## config.mk

```make
export PLATFORM = sky130hd
export DESIGN_NAME = cc_attach_toggler
export DESIGN_NICKNAME = d
export VERILOG_FILES = /design/src/rtl/cct_pkg.sv /design/src/rtl/cct_phase_timer.sv /design/src/rtl/cct_debounce.sv /design/src/rtl/cct_sw_mux.sv /design/src/rtl/cc_attach_toggler.sv
export SDC_FILE = /design/constraint.sdc
export NUM_CORES = 1
export LEC_CHECK = 0
export BUFFER_PORTS_ARGS = -buffer_cell sky130_fd_sc_hd__buf_2
export CORE_ASPECT_RATIO = 1.25
export CORE_MARGIN = 3
export CORE_UTILIZATION = 35
export CTS_CLUSTER_DIAMETER = 100
export CTS_CLUSTER_SIZE = 16
export DETAILED_ROUTE_END_ITERATION = 16
export PLACE_DENSITY = 0.64
export SLEW_MARGIN = 20
export SYNTH_ARGS = -nofsm -noshare
export SYNTH_HDL_FRONTEND = slang
export SYNTH_SLANG_ARGS = --single-unit
```

## constraint.sdc

```tcl
create_clock -name clk -period 1.7 [get_ports clk]
set_clock_uncertainty 0.15 [all_clocks]
set_input_delay 0 -clock clk [delete_from_list [all_inputs] [get_ports clk]]
set_output_delay 0 -clock clk [all_outputs]
set_load 0.005 [all_outputs]
```

## src/rtl/cct_pkg.sv

```systemverilog
package cct_pkg;

    typedef enum logic [1:0] {
        MODE_NONE = 2'd0,
        MODE_DUAL = 2'd1,
        MODE_SINK = 2'd2,
        MODE_SRC  = 2'd3
    } mode_e;

    typedef enum logic [1:0] {
        PH_IDLE = 2'd0,
        PH_PU1  = 2'd1,
        PH_PU2  = 2'd2,
        PH_PD   = 2'd3
    } phase_e;

    typedef struct packed {
        logic [1:0] pu;
        logic [1:0] pd;
    } term_t;

    localparam logic [2:0] CODE_RUN   = 3'd0;
    localparam logic [2:0] CODE_SRC1  = 3'd1;
    localparam logic [2:0] CODE_SRC2  = 3'd2;
    localparam logic [2:0] CODE_SNK1  = 3'd5;
    localparam logic [2:0] CODE_SNK2  = 3'd6;
    localparam logic [2:0] CODE_AUDIO = 3'd7;

    function automatic phase_e first_phase(input mode_e m);
        case (m)
            MODE_NONE: return PH_IDLE;
            MODE_SINK: return PH_PD;
            default:   return PH_PU1;
        endcase
    endfunction

    function automatic phase_e next_phase(input phase_e p, input mode_e m);
        case (p)
            PH_PU1:  return PH_PU2;
            PH_PU2:  return (m == MODE_DUAL) ? PH_PD : PH_PU1;
            PH_PD:   return (m == MODE_SINK) ? PH_PD : PH_PU1;
            default: return PH_IDLE;
        endcase
    endfunction

    function automatic term_t phase_term(input phase_e p);
        term_t t;
        t = '0;
        case (p)
            PH_PU1:  t.pu = 2'b01;
            PH_PU2:  t.pu = 2'b10;
            PH_PD:   t.pd = 2'b11;
            default: t = '0;
        endcase
        return t;
    endfunction

    function automatic logic [2:0] detect(input phase_e p, input logic [1:0] rd,
                                          input logic [1:0] ra, input logic [1:0] rp);
        logic [2:0] c;
        c = CODE_RUN;
        case (p)
            PH_PU1: begin
                if (rd[0])            c = CODE_SRC1;
                else if (ra == 2'b11) c = CODE_AUDIO;
            end
            PH_PU2: begin
                if (rd[1])            c = CODE_SRC2;
                else if (ra == 2'b11) c = CODE_AUDIO;
            end
            PH_PD: begin
                if (rp[0])            c = CODE_SNK1;
                else if (rp[1])       c = CODE_SNK2;
            end
            default: c = CODE_RUN;
        endcase
        return c;
    endfunction

endpackage

```

## src/rtl/cct_phase_timer.sv

```systemverilog
module cct_phase_timer #(
    parameter int PHASE_CYCLES = 1000
) (
    input  logic clk,
    input  logic rst,
    input  logic restart_i,
    input  logic run_i,
    output logic wrap_o
);
    localparam int CNT_W = (PHASE_CYCLES > 1) ? $clog2(PHASE_CYCLES) : 1;
    localparam logic [CNT_W-1:0] LAST = CNT_W'(PHASE_CYCLES - 1);

    logic [CNT_W-1:0] cnt_q;

    assign wrap_o = run_i && (cnt_q == LAST);

    always_ff @(posedge clk) begin
        if (rst || restart_i) begin
            cnt_q <= '0;
        end else if (run_i) begin
            cnt_q <= (cnt_q == LAST) ? '0 : cnt_q + 1'b1;
        end
    end


    cnt_range_chk: assert property (@(posedge clk) disable iff (rst) cnt_q <= LAST);

endmodule

```

## src/rtl/cct_debounce.sv

```systemverilog
module cct_debounce (
    input  logic       clk,
    input  logic       rst,
    input  logic       clear_i,
    input  logic       run_i,
    input  logic [2:0] cand_i,
    output logic       settle_o
);
    logic [2:0] prev_q;

    assign settle_o = run_i && (cand_i != 3'd0) && (cand_i == prev_q);

    always_ff @(posedge clk) begin
        if (rst || clear_i || !run_i) begin
            prev_q <= 3'd0;
        end else begin
            prev_q <= cand_i;
        end
    end


    two_sample_chk: assert property (@(posedge clk) disable iff (rst)
        settle_o |-> (cand_i == $past(cand_i)));

endmodule

```

## src/rtl/cct_sw_mux.sv

```systemverilog
module cct_sw_mux
    import cct_pkg::*;
(
    input  logic       clk,
    input  logic       rst,
    input  logic       tog_en_i,
    input  logic       owned_i,
    input  phase_e     phase_i,
    input  logic [1:0] man_pu_i,
    input  logic [1:0] man_pd_i,
    output logic [1:0] pu_o,
    output logic [1:0] pd_o
);
    term_t auto_t;

    always_comb begin
        auto_t = phase_term(phase_i);
        if (owned_i) begin
            pu_o = auto_t.pu;
            pd_o = auto_t.pd;
        end else if (tog_en_i) begin
            pu_o = 2'b00;
            pd_o = 2'b00;
        end else begin
            pu_o = man_pu_i;
            pd_o = man_pd_i;
        end
    end


    single_pullup_chk: assert property (@(posedge clk) disable iff (rst)
        tog_en_i |-> ($countones(pu_o) <= 1));


    no_fight_chk: assert property (@(posedge clk) disable iff (rst)
        tog_en_i |-> ((pu_o & pd_o) == 2'b00));

endmodule

```

## src/rtl/cc_attach_toggler.sv

```systemverilog
module cc_attach_toggler
    import cct_pkg::*;
#(
    parameter int PHASE_CYCLES = 1000
) (
    input  logic       clk,
    input  logic       rst,
    input  logic [2:0] tog_ctrl,
    input  logic [1:0] man_pu,
    input  logic [1:0] man_pd,
    input  logic [1:0] rd_seen,
    input  logic [1:0] ra_seen,
    input  logic [1:0] rp_seen,
    input  logic       irq_ack,
    output logic [1:0] sw_pu,
    output logic [1:0] sw_pd,
    output logic [2:0] settle_code,
    output logic       done_pulse,
    output logic       done_irq
);
    logic       toggle_en;
    mode_e      mode;
    logic       tog_q;
    logic       settled_q;
    phase_e     phase_q;
    logic       start;
    logic       run;
    logic       wrap;
    logic       settle;
    logic [2:0] cand;

    assign toggle_en = tog_ctrl[0];
    assign mode      = mode_e'(tog_ctrl[2:1]);
    assign start     = toggle_en && !tog_q;
    assign run       = toggle_en && tog_q && !settled_q;
    assign cand      = detect(phase_q, rd_seen, ra_seen, rp_seen);

    cct_phase_timer #(.PHASE_CYCLES(PHASE_CYCLES)) timer_i (
        .clk      (clk),
        .rst      (rst),
        .restart_i(start),
        .run_i    (run),
        .wrap_o   (wrap)
    );

    cct_debounce deb_i (
        .clk     (clk),
        .rst     (rst),
        .clear_i (start || wrap),
        .run_i   (run),
        .cand_i  (cand),
        .settle_o(settle)
    );

    cct_sw_mux mux_i (
        .clk     (clk),
        .rst     (rst),
        .tog_en_i(toggle_en),
        .owned_i (toggle_en && tog_q),
        .phase_i (phase_q),
        .man_pu_i(man_pu),
        .man_pd_i(man_pd),
        .pu_o    (sw_pu),
        .pd_o    (sw_pd)
    );

    always_ff @(posedge clk) begin
        if (rst) begin
            tog_q       <= 1'b0;
            settled_q   <= 1'b0;
            phase_q     <= PH_IDLE;
            settle_code <= CODE_RUN;
            done_pulse  <= 1'b0;
            done_irq    <= 1'b0;
        end else begin
            tog_q      <= toggle_en;
            done_pulse <= 1'b0;
            if (start) begin
                phase_q     <= first_phase(mode);
                settled_q   <= 1'b0;
                settle_code <= CODE_RUN;
            end else if (settle) begin
                settled_q   <= 1'b1;
                settle_code <= cand;
                done_pulse  <= 1'b1;
            end else if (wrap) begin
                phase_q <= next_phase(phase_q, mode);
            end
            if (settle) begin
                done_irq <= 1'b1;
            end else if (irq_ack) begin
                done_irq <= 1'b0;
            end
        end
    end


    restart_clears_chk: assert property (@(posedge clk) disable iff (rst)
        start |=> (settle_code == CODE_RUN));


    pulse_width_chk: assert property (@(posedge clk) disable iff (rst)
        done_pulse |=> !done_pulse);


    irq_sticky_chk: assert property (@(posedge clk) disable iff (rst)
        (done_irq && !irq_ack) |=> done_irq);


    code_hold_chk: assert property (@(posedge clk) disable iff (rst)
        ((settle_code != CODE_RUN) && !start) |=> $stable(settle_code));


    none_mode_chk: assert property (@(posedge clk) disable iff (rst)
        (toggle_en && tog_q && phase_q == PH_IDLE) |-> (sw_pu == 2'b00 && sw_pd == 2'b00));

endmodule

```

==> flow_summary.toml, run 1 <==
[setup_path]
slowest_delay_ns = 0.37
arrival_ns = 1.97
ff2ff_setup_slack_ns = -0.27
path_cells = "and3b_1, o21a_1, or2_1, a21o_2, a21oi_2, mux2i_1, nor3_2"
start_kind = "flop"
worstSetupEndpointType = "flop"
cp_num_buf_inv = 0
rr_worst_depth = 7
cp.required_ns = 1.71
cp_slowest_cell = "dfxtp_4"
timing.rr.end = "phase_q[0]"
crit_family = "compound AO/OA/AOI/OAI gates"
crit_fanout = 6
criticalPathCategory = "flop to flop"
worstReg2RegStart = "phase_q[1]"

[min_path]
worstHoldEndpoint = "deb_i.prev_q[2]"
hold_start = "tog_ctrl[0]"
hold_path_class = "primary input to flop"
min_path_cells = 4

[yosys]
yosys_warnings = 0
async_reset_ff_frac = 0
synth_ff_type = "dfxtp_1"
syn_inst = 137
avgSynthCellArea_sq_um = 8.97
synth-seq-area-share = 0.358
synth.most_common_cell = "dfxtp_1"
netlist_area_sq_um = 1230
synthTopCellsByCount = "22 x dfxtp_1, 15 x nor2_1, 11 x nand2_1, 7 x inv_1, 7 x nand2b_1"
syn_nets = 154
synth_cell_types = 49
synth.area.top_cells = "dfxtp_1 36%, nor2_1 4.6%, xor2_1 4.3%"
yosysTopAreaCellShare = 0.358
yosysTopAreaCell = "dfxtp_1"
synth_edf_count = 0
ys_ff_latch = 22

[power]
p_int_w = 0.000955
clkPwrFrac = 0.393
power_w = 0.00123
p_seq_frac = 0.433
power_frac_comb = 0.174
leakagePower_nw = 0.802
swShare = 0.221
power-per-cell-area_nw_per_um2 = 679
vdd.ir_drop.worst_uv = 516
p_sw_w = 0.000270

[floorplan]
ioPinCount = 25
dieArea_sq_um = 4260
core_area_sq_um = 3280
fp.dieH_microns = 72.2
die_w_microns = 59.0
rows = 23
initial_core_util = 0.375

[routing]
dr_wl_met2_microns = 1480
via_per_inst = 5.15
antenna_left = 0
drc = 0
routed_wl_microns = 2840
drtIter0Drc = 16
wl_met3_microns = 123
wl_per_cell_microns = 12.4
maxUsedRoutingLayer = "met4"
wl_met1_microns = 1200
vias = 1179
firstDrtPassIters = 4

[grt]
grt_max_degree = 14
track_usage = 0.148
grt_pass1_vias = 1236
grt_pass1_wl_microns = 5060
antenna_found_initial = 0
grt_overflow = 0

[sta]
fin_ws_ns = -0.269
worst_slew_pin_slew_ns = 0.278
setup_viol = 8
final-hold-violation-count = 0
fin_crit_ns = 1.97
worst_slew_margin_rel = 0.815
rsz0062_at_grt = "yes"
max_freq_mhz = 508
final.period_utilization = 1.16
drv_slew = 0

[clock_tree]
tritoncts = "built"
numClockSinks = 22
insertion_delay_ns = 0.26
cts_max_level = 1
clk_pin_slew_ns = 0.08
clk_path_buf_depth = 2
clockRootBuffer = "clkbuf_8"
numCtsBuffers = 3

[placed_design]
numPortBuffers = 24
place.gp.congestion = 0.789
dp_slack_ns = -0.404
placed_cells = 212
post_dp_cell_area_sq_um = 1520
dp.final_hpwl_microns = 2240

[final_layout]
seqCellArea_sq_um = 449
area_growth_syn_to_layout_pct = 46.7
final_cells = 229
nets = 210
multi_input_area_sq_um = 830
design_area_sq_um = 1800
diodes = 0
fin_util = 0.550
drive_gt1_frac = 0.448
n_fill_cell = 315

[status]
status = "finished, violations left"
violations = "setup timing"

[flow_run]
max-cap-violations = 0
logic make-up after synthesis:
logic type / Yosys count / synth area share
AND/OR/NAND/NOR: 64 / 0.331
AO/OA/AOI/OAI: 24 / 0.145
flip-flops: 22 / 0.358
buffers and inverters: 12 / 0.0458
XOR/XNOR: 10 / 0.0774
multiplexers: 4 / 0.0326
adder cells (fa/ha/maj): 1 / 0.0102
per-layer routing:
layer / GRT usage / vias to the layer above
met3: 0.0160 / 6
met4: 0.0453 / 0
met5: 0 / -
li1: - / 582
met1: 0.170 / 567
met2: 0.279 / 24
repair_timing:
item | in CTS | in global routing
setup endpoints to repair | 9 | 17
pin swaps | 6 | 6
hold buffers | 5 | 0
hold endpoints to repair | 4 | 0
gates resized for setup | 20 | 7
buffers inserted | 6 | 2
worst min-delay path, stage by stage:
cell and delay [ns]:
buf_2 0.11, nand2_2 0.10, buf_4 0.15, nor4b_2 0.05
cell type report:
cell class,instances,share of cell area
clock inverter,1,0.0167
sequential,22,0.249
timing repair buffer,56,0.211
clock buffer,3,0.0229
inverter,7,0.0146
tap,37,0.0257
multi-input combinational,103,0.460
flip-flops by register name, indices dropped and copies added, names as in the netlist:
signal	count
timer_i.cnt_q	10
deb_i.prev_q	3
settle_code	3
phase_q	2
done_irq	1
done_pulse	1
settled_q	1
tog_q	1
worst max path at each step:
stage                           from              to  slack (ns)  cells after the start
after CTS                 phase_q[1]      phase_q[0]       -0.26                      7
after global placement    phase_q[0]  settle_code[0]       -0.27                      8
after floorplan           phase_q[1]      phase_q[0]       -0.20                      8
after detailed placement  phase_q[0]  settle_code[0]       -0.40                      8
final                     phase_q[1]      phase_q[0]       -0.27                      7
after global routing      phase_q[1]  settle_code[0]       -0.35                      7
power groups by stage:
stage	Combinational (W)	Sequential, W	Clock [W]
after floorplan	0.000107	0.000537	0
after global placement	0.000166	0.000543	0
after detailed placement	0.000170	0.000544	0
after CTS	0.000208	0.000530	0.000494
after global routing	0.000233	0.000532	0.000524
final	0.000213	0.000531	0.000482
cells in the final DEF (no fill, tap or decap), drive strengths merged, types with 4 or more instances in the layout:
cell type / instances
and3b: 4
nor2: 16
inv: 7
buf: 51
xor2: 6
nand2: 11
a21oi: 7
dlygate4sd3: 5
mux2i: 4
nand4: 4
dfxtp: 22
o21ai: 7
xnor2: 4
nand2b: 8
stage by stage:
step,setup TNS (ns),hold WS (ns)
after detailed placement,-2.72,0.109
after floorplan,-1.01,-0.0809
final,-1.59,0.0494
after CTS,-1.68,0.0416
after global routing,-2.49,0.0491
after global placement,-1.74,0.112
(Power assumes the default switching activity.)
==> run 2, diff against run 1 <==
CAP_MARGIN = 5   (was default)
PLACE_DENSITY = 0.62   (was 0.64)
clock period = 2.4 ns   (was 1.7 ns; I/O delays follow)
==> run 2 against run 1 <==
- sequential cell count did not move
- cell count fell by 11%
- highest routed layer unchanged
- critical path depth did not move
- via count fell by 12%
- critical endpoint is now settle_code[0]
- worst hold slack got worse by 0.0094 ns
- worst setup slack improved by 0.56 ns
- the run now ends clean
- clock power fell by 46%
- first-iteration DRC count rose by 110%
- routed wire length fell by 14%
- non-clock buffer count fell by 25
- clock-buffer cell count rose by 1
- core utilization fell by 9.7 points
==> flow_summary.toml, run 2 (synthesis gave the netlist of run 1 again) <==
[status]
status = "finished, final reports clean"

[clock_tree]
clk_path_buf_depth = 2
insertion_delay_ns = 0.26
numClockSinks = 22
numCtsBuffers = 3
clk_pin_slew_ns = 0.08
cts_max_level = 1
tritoncts = "built"
clockRootBuffer = "clkbuf_8"

[setup_path]
ff2ff_setup_slack_ns = 0.29
crit_family = "compound AO/OA/AOI/OAI gates"
slowest_delay_ns = 0.56
cp_num_buf_inv = 0
cp.required_ns = 2.39
criticalPathCategory = "flop to flop"
path_cells = "nand2b_4, or2_0, a2111oi_0, a21o_2, nand3_4, mux2i_1, nor2_1"
start_kind = "flop"
crit_fanout = 10
worstReg2RegStart = "phase_q[0]"
timing.rr.end = "settle_code[0]"
rr_worst_depth = 7
cp-startpoint = "phase_q[0]"
cp_slowest_cell = "dfxtp_1"
arrival_ns = 2.11
worstSetupEndpointType = "flop"

[final_layout]
fin_util = 0.453
diodes = 0
reg.largest.list = "timer_i.cnt_q: 10 flops, deb_i.prev_q: 3 flops, settle_code: 3 flops"
seqCellArea_sq_um = 440
layout_commonest_cell = "buf_2"
nets = 185
final_cells = 204
largest_reg_flops = 10
area_growth_syn_to_layout_pct = 20.9
final_cell_mix = "24 x buf_2, 22 x dfxtp_1, 15 x nor2_1"
multi_input_area_sq_um = 732
drive_gt1_frac = 0.251
regMostFlops = "timer_i.cnt_q"
n_fill_cell = 339

[floorplan]
dieArea_sq_um = 4260
die_w_microns = 59.0
initial_core_util = 0.375
rows = 23
ioPinCount = 25
core_area_sq_um = 3280
fp.dieH_microns = 72.2

[sta]
fin_crit_ns = 2.11
max_freq_mhz = 473
worst_slew_margin_rel = 0.753
setup_viol = 0
final.period_utilization = 0.880
final-hold-violation-count = 0
worst_slew_pin_slew_ns = 0.361
drv_slew = 0
rsz0062_at_grt = "no"
tns_ns = 0
fin_ws_ns = 0.287

[min_path]
hold_start = "tog_ctrl[2]"
worstHoldEndpoint = "phase_q[1]"
min_path_cells = 5
hold_path_class = "primary input to flop"

[routing]
via_per_inst = 5.06
wl_per_cell_microns = 12.0
drc = 0
routed_wl_microns = 2460
vias = 1033
firstDrtPassIters = 4
drtIter0Drc = 34
antenna_left = 0

[grt]
antenna_found_initial = 0
grt_pass1_wl_microns = 4180
track_usage = 0.124
grt_pass1_vias = 984
grt_max_degree = 13
grt_overflow = 0

[power]
power_frac_comb = 0.139
swShare = 0.234
p_int_w = 0.000568
vdd.ir_drop.worst_uv = 327
leakagePower_nw = 0.654
p_sw_w = 0.000174
power-per-cell-area_nw_per_um2 = 500
p_seq_frac = 0.511
clkPwrFrac = 0.350

[flow_run]
max-cap-violations = 0

[placed_design]
placed_cells = 195
dp_slack_ns = 0.281
dp.final_hpwl_microns = 1920
place.gp.congestion = 0.870
numPortBuffers = 24
-- run 2: cell types whose count changed in the layout (fill, tap and decap cells not counted), sizes merged --
| cell | before | now |
|---|---|---|
| bufinv | 1 | 0 |
| buf | 51 | 26 |
| clkbuf | 3 | 4 |
-- run 2: power by group through the flow --
stage,clock network [W],registers (W),logic (W)
2_1_floorplan,0,0.000380,0.0000739
3_3_place_gp,0,0.000387,0.0000969
3_5_place_dp,0,0.000387,0.0000979
4_1_cts,0.000271,0.000379,0.000105
5_1_grt,0.000285,0.000380,0.000115
6_report,0.000260,0.000379,0.000103
-- run 2: area by class of cell --
type	instances	share of cell area
tap	37	0.0312
clock buffer	4	0.0371
multi-input combinational	103	0.493
timing repair buffer	31	0.125
sequential	22	0.297
inverter	7	0.0177
-- run 2: worst max path at each step --
stage | to | slack (ns) | cells past startpoint
6_report | settle_code[0] | 0.29 | 7
5_1_grt | settle_code[0] | 0.03 | 7
4_1_cts | settle_code[0] | 0.26 | 7
3_5_place_dp | settle_code[0] | 0.28 | 7
2_1_floorplan | phase_q[0] | 0.49 | 8
3_3_place_gp | settle_code[1] | 0.29 | 7
-- run 2: worst min-delay path, stage by stage --
cell,delay [ns]
buf_2,0.11
nand2b_1,0.09
a211oi_1,0.07
o21ai_0,0.07
o41ai_1,0.07
-- run 2: repair_timing --
| item | 4_1_cts | 5_1_grt |
|---|---|---|
| endpoints found under the hold margin | 4 | 0 |
| setup buffers | 0 | 0 |
| hold buffers | 5 | 0 |
| gates resized for setup | 0 | 0 |
-- run 2: metrics by stage --
stage | area [sq um] | hold WS, ns | power (W)
after floorplan | 1230 | -0.0809 | 0.000454
after global placement | 1380 | 0.103 | 0.000484
after detailed placement | 1380 | 0.104 | 0.000485
after CTS | 1490 | 0.0339 | 0.000755
after global routing | 1490 | 0.0681 | 0.000780
final | 1490 | 0.0400 | 0.000742
-- run 2: routing by layer --
metal  wire (microns)  track usage  part of all wire  up-vias
met4               48       0.0605             0.020        0
met5                0            0                 0        -
met3              132       0.0160             0.054        5
li1                 -            -                 -      534
met1             1140        0.154              0.46      471
met2             1140        0.209              0.46       23
==> run 3, diff against run 2 <==
ABC_AREA = 1   (was default)
==> run 3 against run 2 <==
- cell count increased by 21%
- non-clock buffer count up 1
- sequential power about the same
- routed wire length down 0.12%
- first-iteration DRC count up 26%
- clock-buffer cell count fell by 1
- register-to-register slack worse by 0.05 ns
- synthesized cell count grew 27%
- sequential share of layout area shrank 0.44 points
- largest cell class unchanged
==> flow_summary.toml, run 3 <==
[power]
leakagePower_nw = 0.658
power-per-cell-area_nw_per_um2 = 465
vdd.ir_drop.worst_uv = 216

[final_layout]
regMostFlops = "timer_i.cnt_q"
final_cell_mix = "34 x nand2_1, 24 x inv_1, 24 x buf_2"
drive_gt1_frac = 0.234
area_growth_syn_to_layout_pct = 23.6
reg.largest.list = "timer_i.cnt_q: 10 flops, deb_i.prev_q: 3 flops, settle_code: 3 flops"
layout_commonest_cell = "nand2_1"
nets = 228
largest_reg_flops = 10
n_fill_cell = 330
diodes = 0

[floorplan]
ioPinCount = 25
die_w_microns = 58.8
initial_core_util = 0.372
rows = 23
dieArea_sq_um = 4230
core_area_sq_um = 3280
fp.dieH_microns = 72.0

[clock_tree]
insertion_delay_ns = 0.26
numClockSinks = 22
numCtsBuffers = 3
tritoncts = "built"
cts_resized = 0
cts_max_level = 1
clockRootBuffer = "clkbuf_8"
clk_path_buf_depth = 2
clk_pin_slew_ns = 0.07

[min_path]
hold_path_class = "primary input to flop"

[yosys]
syn_inst = 174
async_reset_ff_frac = 0
synthTopCellsByCount = "34 x nand2_1, 24 x inv_1, 22 x dfxtp_1, 20 x nor2_1, 11 x a21oi_1"
synth.area.top_cells = "dfxtp_1 36%, nand2_1 10%, inv_1 7.4%"
synth_edf_count = 0
synth_ff_type = "dfxtp_1"
ys_ff_latch = 22
syn_nets = 191
synth.most_common_cell = "nand2_1"
yosysTopAreaCell = "dfxtp_1"
avgSynthCellArea_sq_um = 7.01
synth_cell_types = 27
yosysTopAreaCellShare = 0.361
yosys_warnings = 0
synth-seq-area-share = 0.361
netlist_area_sq_um = 1220

[routing]
maxUsedRoutingLayer = "met4"
wl_met3_microns = 91
drc = 0
wl_per_cell_microns = 9.97
vias = 1178
antenna_left = 0
dr_wl_met2_microns = 1170
wl_met1_microns = 1150
drtIter0Drc = 43
via_per_inst = 4.79
routed_wl_microns = 2450
firstDrtPassIters = 4

[sta]
fin_crit_ns = 2.16
worst_slew_margin_rel = 0.830
whs_ns = 0.000270
final-hold-violation-count = 0
max_freq_mhz = 463
tns_ns = 0
setup_viol = 0
final.period_utilization = 0.900
worst_slew_pin_slew_ns = 0.254
drv_slew = 0
rsz0062_at_grt = "no"

[setup_path]
crit_fanout = 10
start_kind = "flop"
cp_slowest_cell = "dlygate4sd3_1"
criticalPathCategory = "flop to flop"
slowest_delay_ns = 0.56
path_cells = "inv_1, nor2_2, nand2_2, nand3_2, nor2_1, nor2_4, nand3_4, a21oi_1, dlygate4sd3_1"
arrival_ns = 2.21
cp.required_ns = 2.45
worstSetupEndpointType = "flop"
ff2ff_setup_slack_ns = 0.24

[grt]
antenna_found_initial = 0
grt_pass1_vias = 1093
grt_pass1_wl_microns = 4400
grt_max_degree = 12
grt_overflow = 0
track_usage = 0.129

[flow_run]
max-cap-violations = 0

[placed_design]
place.gp.congestion = 0.824
dp.final_hpwl_microns = 1950
numPortBuffers = 24

[status]
status = "finished, final reports clean"
[run 3: changes by cell type in the layout (fill, tap and decap cells not counted), moves of 4 or more]
| cell | change |
|---|---|
| nand2_1 | +23 |
| xor2_1 | -4 |
| nand4_1 | +4 |
| nand3_1 | +6 |
| nand2b_1 | -7 |
| a21oi_1 | +5 |
| inv_1 | +17 |
| nor2_1 | +5 |
| nand2_2 | +6 |
| mux2i_1 | -4 |
| a31oi_1 | +4 |
| nor3_1 | +4 |
[run 3: final cells by class]
cell class,count,area [sq um],area share
Clock buffer,3,41.3,0.0274
Inverter,27,104,0.0689
Multi-Input combinational cell,125,676,0.448
Sequential cell,22,440,0.292
Tap cell,37,46.3,0.0307
Timing Repair Buffer,32,200,0.133
[run 3: cells by family after synthesis]
kind of cell    share of synthesized area
flops                               0.361
fa+ha+maj                          0.0103
buf+inv                            0.0851
compound gates                      0.117
simple gates                        0.412
xor+xnor                           0.0144
[run 3: final timing paths]
kind / start / to / depth (start not counted)
setup / recovery: phase_q[1] / done_irq / 9
hold / removal: rp_seen[1] / deb_i.prev_q[2] / 3
setup reg to reg: phase_q[1] / done_irq / 9
hold reg to reg: settle_code[1] / settle_code[1] / 2
[run 3: what timing repair did]
item	4_1_cts	5_1_grt
endpoints found under the hold margin	8	0
hold buffers	8	0
setup buffers	0	0
[run 3: where the power goes]
group / internal, W / total (W) / switching, W
clock: 0.000112 / 0.000223 / 0.000111
sequential: 0.000371 / 0.000376 / 0.00000545
combinational: 0.0000424 / 0.000103 / 0.0000605
total: 0.000525 / 0.000702 / 0.000177
[run 3: worst max-delay path: cells and delay by family, from the launching register on]
| kind | cells | cell delay (ns) |
|---|---|---|
| flops | 1 | 0.42 |
| buf+inv | 2 | 0.63 |
| simple gates | 6 | 0.74 |
| compound gates | 1 | 0.15 |
[run 3: routing by layer]
metal / track usage / up-vias
li1: - / 642
met1: 0.157 / 515
met2: 0.219 / 16
met3: 0.0249 / 5
met4: 0.0554 / 0
met5: 0 / -
[run 3: per-stage QoR]
stage | worst slack [ns] | power, W | utilization | instance area [sq um] | cells
finish | 0.241 | 0.000702 | 0.460 | 1510 | 246
global placement | 0.691 | 0.000481 | 0.423 | 1390 | 235
global route | 0.0402 | 0.000742 | 0.460 | 1510 | 246
detailed placement | 0.691 | 0.000480 | 0.423 | 1390 | 235
floorplan | 0.890 | 0.000450 | - | 1220 | 174
CTS | 0.234 | 0.000715 | 0.460 | 1510 | 246
